<file path="src/rtl/npc_pkg.sv">
package npc_pkg;

    localparam int ADDR_W   = 32;
    localparam int JFIELD_W = 26;
    localparam int SEL_W    = 2;
    localparam int ALIGN_W  = 2;
    localparam int PAGE_W   = ADDR_W - JFIELD_W - ALIGN_W;

    typedef logic [ADDR_W-1:0] addr_t;

    typedef enum logic [SEL_W-1:0] {
        SRC_ALU  = 2'b00,
        SRC_AREG = 2'b01,
        SRC_JUMP = 2'b10,
        SRC_RSVD = 2'b11
    } src_e;

    typedef struct packed {
        logic  valid;
        addr_t value;
    } cand_t;

    typedef struct packed {
        logic uncond;
        logic cond;
        logic zero;
    } ld_ctl_t;

    function automatic addr_t form_jump(addr_t cur, logic [JFIELD_W-1:0] fld);
        return {cur[ADDR_W-1 -: PAGE_W], fld, {ALIGN_W{1'b0}}};
    endfunction

    function automatic logic load_ok(ld_ctl_t c);
        return c.uncond | (c.cond & c.zero);
    endfunction

endpackage

</file>
<file path="src/rtl/npc_src_mux.sv">
module npc_src_mux
    import npc_pkg::*;
(
    input  addr_t                cur_pc,
    input  addr_t                alu_res,
    input  addr_t                alu_reg,
    input  logic [JFIELD_W-1:0]  jmp_field,
    input  src_e                 sel,
    output cand_t                cand
);
    always_comb begin
        cand = '{valid: 1'b0, value: cur_pc};
        unique case (sel)
            SRC_ALU:  cand = '{valid: 1'b1, value: alu_res};
            SRC_AREG: cand = '{valid: 1'b1, value: alu_reg};
            SRC_JUMP: cand = '{valid: 1'b1, value: form_jump(cur_pc, jmp_field)};
            default:  cand = '{valid: 1'b0, value: cur_pc};
        endcase
    end
endmodule

</file>
<file path="src/rtl/npc_load_ctl.sv">
module npc_load_ctl
    import npc_pkg::*;
(
    input  ld_ctl_t ctl,
    input  logic    cand_valid,
    output logic    load
);
    assign load = cand_valid & load_ok(ctl);
endmodule

</file>
<file path="src/rtl/npc_reg.sv">
module npc_reg
    import npc_pkg::*;
#(
    parameter addr_t RESET_VAL = '0
) (
    input  logic  clk,
    input  logic  rst,
    input  logic  load,
    input  addr_t nxt,
    output addr_t q
);
    always_ff @(posedge clk) begin
        if (rst)       q <= RESET_VAL;
        else if (load) q <= nxt;
    end
endmodule

</file>
<file path="src/rtl/npc_unit.sv">
module npc_unit
    import npc_pkg::*;
(
    input  logic        clk,
    input  logic        rst,
    input  logic [31:0] alu_res,
    input  logic [31:0] alu_reg,
    input  logic        alu_zero,
    input  logic [25:0] jmp_field,
    input  logic [1:0]  src_sel,
    input  logic        ld_uncond,
    input  logic        ld_cond,
    output logic [31:0] pc
);
    cand_t   cand;
    ld_ctl_t ctl;
    logic    load;
    addr_t   cur;

    assign ctl = '{uncond: ld_uncond, cond: ld_cond, zero: alu_zero};

    npc_src_mux u_mux (
        .cur_pc    (cur),
        .alu_res   (alu_res),
        .alu_reg   (alu_reg),
        .jmp_field (jmp_field),
        .sel       (src_e'(src_sel)),
        .cand      (cand)
    );

    npc_load_ctl u_ctl (
        .ctl        (ctl),
        .cand_valid (cand.valid),
        .load       (load)
    );

    npc_reg #(.RESET_VAL('0)) u_reg (
        .clk  (clk),
        .rst  (rst),
        .load (load),
        .nxt  (cand.value),
        .q    (cur)
    );

    assign pc = cur;
endmodule

</file>
<file path="config.mk">
export PLATFORM = sky130hd
export DESIGN_NAME = npc_unit
export DESIGN_NICKNAME = d
export VERILOG_FILES = /design/src/rtl/npc_pkg.sv /design/src/rtl/npc_src_mux.sv /design/src/rtl/npc_load_ctl.sv /design/src/rtl/npc_reg.sv /design/src/rtl/npc_unit.sv
export SDC_FILE = /design/constraint.sdc
export NUM_CORES = 1
export LEC_CHECK = 0
export CAP_MARGIN = 20
export CORE_UTILIZATION = 32
export CTS_BUF_LIST = sky130_fd_sc_hd__clkbuf_4 sky130_fd_sc_hd__clkbuf_8 sky130_fd_sc_hd__clkbuf_16
export DETAILED_ROUTE_END_ITERATION = 16
export PLACE_DENSITY = 0.83
export RECOVER_POWER = 50
export SLEW_MARGIN = 20
export SYNTH_ARGS = -nofsm -noshare
export SYNTH_HDL_FRONTEND = slang
export SYNTH_SLANG_ARGS = --single-unit
export TNS_END_PERCENT = 100
</file>
<file path="constraint.sdc">
create_clock -name clk -period 1.03 [get_ports clk]
set_input_delay 0.206 -clock clk [delete_from_list [all_inputs] [get_ports clk]]
set_output_delay 0.206 -clock clk [all_outputs]
set_load 0.005 [all_outputs]
</file>
# Yosys cells after proc, flatten, opt, wreduce, memory -nomap -nowiden
# Cells that the tools add are included.
[totals]
register_bits = 32
in_bits = 97
wordCells = 14
[classes]
eq_ne = 2
muxes = 1
n_bitwise = 4
n_reduce_logical = 5
[op_table]
columns = ["operator", "count"]
rows = [
  ["case mux 33 bit (3 select lines)", 1],
  ["AND reduction 3 bit", 1],
  ["nonzero test 3 bit", 1],
  ["bitwise AND 1 bit", 2],
  ["== test 2 x 1 -> 1 bit (second input constant)", 1],
  ["== test 2 bit (second input constant)", 1],
  ["logical NOT 2 bit", 1],
  ["AND reduction 2 bit", 1],
  ["nonzero test 2 bit", 1],
  ["NOT 1 bit", 1],
  ["OR 1 bit", 1],
]

# Depth between registers and ports, before layout
[logic_depth]
depth_word = 4
ltp_mapped = 6

# Hierarchy
# From an unflattened synthesis, not the netlist that was laid out.
[hier_totals]
hier_cells = 158
hier_area_um2 = 1979.4
[by_module_without_submodules]
columns = ["module", "instances", "cells_per_inst", "area_per_inst_um2", "seq_area_each_um2"]
rows = [
  ["npc_reg", 1, 103, 1163.6, 640.6],
  ["npc_src_mux", 1, 53, 804.5, 0.0],
  ["npc_load_ctl", 1, 2, 11.3, 0.0],
]

# Least setup slack after synthesis
# Ideal clock, no wire load.
[synth_timing]
path_type = "input-to-reg"
from = "in src_sel[0]"
to = "reg u_reg.q[10]"
arrival_time_ns = 0.942
required_ns = 0.898
slack_ns = -0.044
path_stages = 5
n_path_buf = 2
cell_sequence = "buf_6 > buf_6 > mux2_4 > o21ai_1 > a21oi_1"
[synth_between]
elab_chain_len = 4
[synth_rtl]
columns = ["item", "line_no", "source"]
rows = [
  ["start, declared", "npc_unit.sv:10", "input logic [1:0] src_sel,"],
  ["== test 2 bit, or another cell as far along", "npc_src_mux.sv:13", "unique case (sel)"],
  ["case mux 33 bit (3 select lines)", "npc_src_mux.sv:13", ""],
  ["bitwise AND 1 bit", "npc_load_ctl.sv:8", "assign load = cand_valid & load_ok(ctl);"],
  ["AND reduction 2 bit (no source line)", "--", ""],
  ["end signal, assigned", "npc_reg.sv:14", "else if (load) q <= nxt;"],
  ["end, declared", "npc_reg.sv:10", "output addr_t q"],
]
# Several ways; a longest one is shown, not always the timed one.
# A chain may end at the register's enable or synchronous reset.

# Worst setup path after layout
[layout_timing]
from = "in ld_uncond"
to = "reg u_reg.q[11]"
[layout_between]
elab_chain_len = 3
[layout_rtl]
columns = ["item", "line_no", "source"]
rows = [
  ["start, declared", "npc_unit.sv:11", "input logic ld_uncond,"],
  ["OR 1 bit", "npc_pkg.sv:34", "return c.uncond | (c.cond & c.zero);"],
  ["bitwise AND 1 bit", "npc_load_ctl.sv:8", ""],
  ["AND reduction 2 bit (no source line)", "--", ""],
]
# No other way between the ends.

==> flow_summary.ini <==
[sta]
slew_headroom_pct = 81.5
setup_violations = 0
fin_crit_sh_pct = 97.3
final_hold_viol_count = 0
fmax_mhz = 998
period_needed_ns = 1.00
fin_worst_skew_ns = 0
worstMarginPinSlew_ns = 0.278
finalMaxSlewViolations = 0

[die]
dieArea_um2 = 6300
dieWidth_um = 79.4
die_h_um = 79.4
coreArea_um2 = 5640
io_pins = 129
rows = 27
start_util_pct = 34.0

[power]
ir_worst_vdd_mv = 0.462
power.leakage_nw = 1.47
p_per_area_nw_per_um2 = 1020

[worst_setup_path]
crit_required_ns = 1.23
crit_arrival_ns = 1.20
reg2reg_slack_ns = 0.22
startpoint_type = input port
path_class = input port to flop
r2r_cells = 4
critPathCaptureType = flop
worstPathMaxFanout = 6
r2r-end = u_reg.q[29]$_SDFFE_PP0P_
worstReg2RegStart = u_reg.q[29]$_SDFFE_PP0P_

[yosys]
avgSynthCellArea_um2 = 8.37
ys_warn_count = 0
netlist_instances = 229
synthesis.nets = 326
synth.distinct_cells = 21
ys_seq_elements = 32
synth-seq-area-share_pct = 33.4
synth_area_um2 = 1920

[finish]
syn2layout_area_growth_pct = 85.4
largest_reg_flops = 32
mostFrequentLayoutCell = clkdlybuf4s50_1
drive_above_1_share_pct = 34.9
fin_nets = 471
reg.largest.list = u_reg.q x32
layout_common_cells = clkdlybuf4s50_1 (91), a21oi_1 (47), nand2b_1 (26), o21ai_1 (26), nand2_1 (26)
fillCellCount = 511
post-route-cell-area_um2 = 3550
regMostFlops = u_reg.q
diodes = 0
post-route-util_pct = 63.0

[run]
cap_violations = 0

[drt]
drt_wl_total_um = 6580
firstDrtPassIters = 4
antenna_left = 0
wl_per_cell_um = 14.7
vias_per_cell = 4.89
vias = 2188
drc = 0
drt_iter0_markers = 56

[worst_hold_path]
hold_path_end = u_reg.q[10]$_SDFFE_PP0P_
hold_path.startpoint = src_sel[1]
hold_path_class = input port to flop
min_path_cells = 3

[global_routing]
grt_max_degree = 33
track_usage_pct = 18.9
grt-ovfl-total = 0
antenna_found_initial = 0
grt_pass1_wl_um = 9350
grt_pass1_vias = 2032

[place]
place_area_um2 = 3300
globalplace.congestion = 0.770
io_buffers = 128
dpl.hpwl_um = 4430

[clock_network]
clock_sinks = 32
root_buffer = clkbuf_8
cts_hold_buffers = 0
cts_tree = built
clkTransAtPathRegs_ns = 0.07
htreeDepth = 2
clock_latency_ns = 0.28
cts_buffer_depth = 2
numCtsBuffers = 5

[status]
status = finished clean
==> area by class of cell <==
type	count	area [um2]	area share (%)
multi-input combinational	177	1180	33.3
timing repair buffer	158	1520	42.7
clock inverter	2	10.0	0.282
sequential	32	671	18.9
tap	72	90.1	2.54
clock buffer	6	82.6	2.32
==> where the power goes <==
part           internal [mW]  total (mW)  switching [mW]
sequential              1.35        1.40          0.0490
combinational          0.778        1.23           0.450
clock                  0.533       0.998           0.465
total                   2.66        3.62           0.964
==> stage by stage <==
stage | hold slack [ns] | cells | setup WS, ns | TNS, ns | power, mW
after floorplan | 0.279 | 229 | -0.0192 | -0.154 | 1.88
after global placement | 0.438 | 425 | -0.494 | -15.02 | 2.52
after detailed placement | 0.448 | 425 | -0.540 | -16.26 | 2.55
after CTS | 0.325 | 434 | 0.000126 | 0 | 3.57
after global routing | 0.409 | 447 | -0.0303 | -0.0525 | 3.82
final | 0.386 | 447 | 0.0277 | 0 | 3.62
==> cell usage after synthesis, drive strengths merged <==
library cell	instances	area (um2)
a211oi	4	30.0
a21o	1	7.51
a21oi	53	277
a22oi	2	15.0
buf	13	109
clkbuf	7	26.3
dfxtp	32	641
mux2	28	353
mux2i	4	40.0
nand2	26	97.6
nand2b	26	163
nor2	7	28.8
o21ai	26	130
==> cell families (layout without fill, tap and decap cells) <==
| family | Yosys count | in the layout | share of synthesized area (%) |
|---|---|---|---|
| AND/OR/NAND/NOR | 59 | 59 | 15.1 |
| multiplexers | 32 | 32 | 20.5 |
| AO/OA/AOI/OAI | 86 | 86 | 24.0 |
| buffers and inverters | 20 | 166 | 7.05 |
| flip-flops | 32 | 32 | 33.4 |
==> layer usage <==
| metal | vias to the layer above | track usage, % | wire [um] |
|---|---|---|---|
| met3 | 8 | 5.03 | 551 |
| met4 | 0 | 4.91 | 79 |
| met1 | 995 | 22.0 | 2670 |
| met2 | 100 | 33.9 | 3270 |
| li1 | 1085 | - | - |
| met5 | - | 0 | 0 |
==> timing repair <==
| item | in CTS | in global routing |
|---|---|---|
| setup endpoints to repair | 64 | 59 |
| gates cloned | 1 | 5 |
| pin swaps | 0 | 5 |
| buffers inserted | 0 | 8 |
| gates resized for setup | 125 | 52 |
==> critical path, stage by stage <==
cell	delay (ns)
clkdlybuf4s15_1	0.20
a21oi_4	0.19
a21o_4	0.23
clkbuf_16	0.18
nand2_1	0.06
a21oi_1	0.14
==> worst max path at each step <==
stage | cells past startpoint | end | start | slack, ns
6_report | 6 | u_reg.q[11]$_SDFFE_PP0P_ | ld_uncond | 0.03
5_1_grt | 6 | u_reg.q[11]$_SDFFE_PP0P_ | ld_uncond | -0.03
4_1_cts | 1 | pc[13] | u_reg.q[13]$_SDFFE_PP0P_ | 0.0001
3_5_place_dp | 6 | u_reg.q[8]$_SDFFE_PP0P_ | ld_cond | -0.54
3_3_place_gp | 7 | u_reg.q[0]$_SDFFE_PP0P_ | ld_cond | -0.49
2_1_floorplan | 5 | u_reg.q[10]$_SDFFE_PP0P_ | src_sel[0] | -0.02
Power figures use the tool's default switching activity.
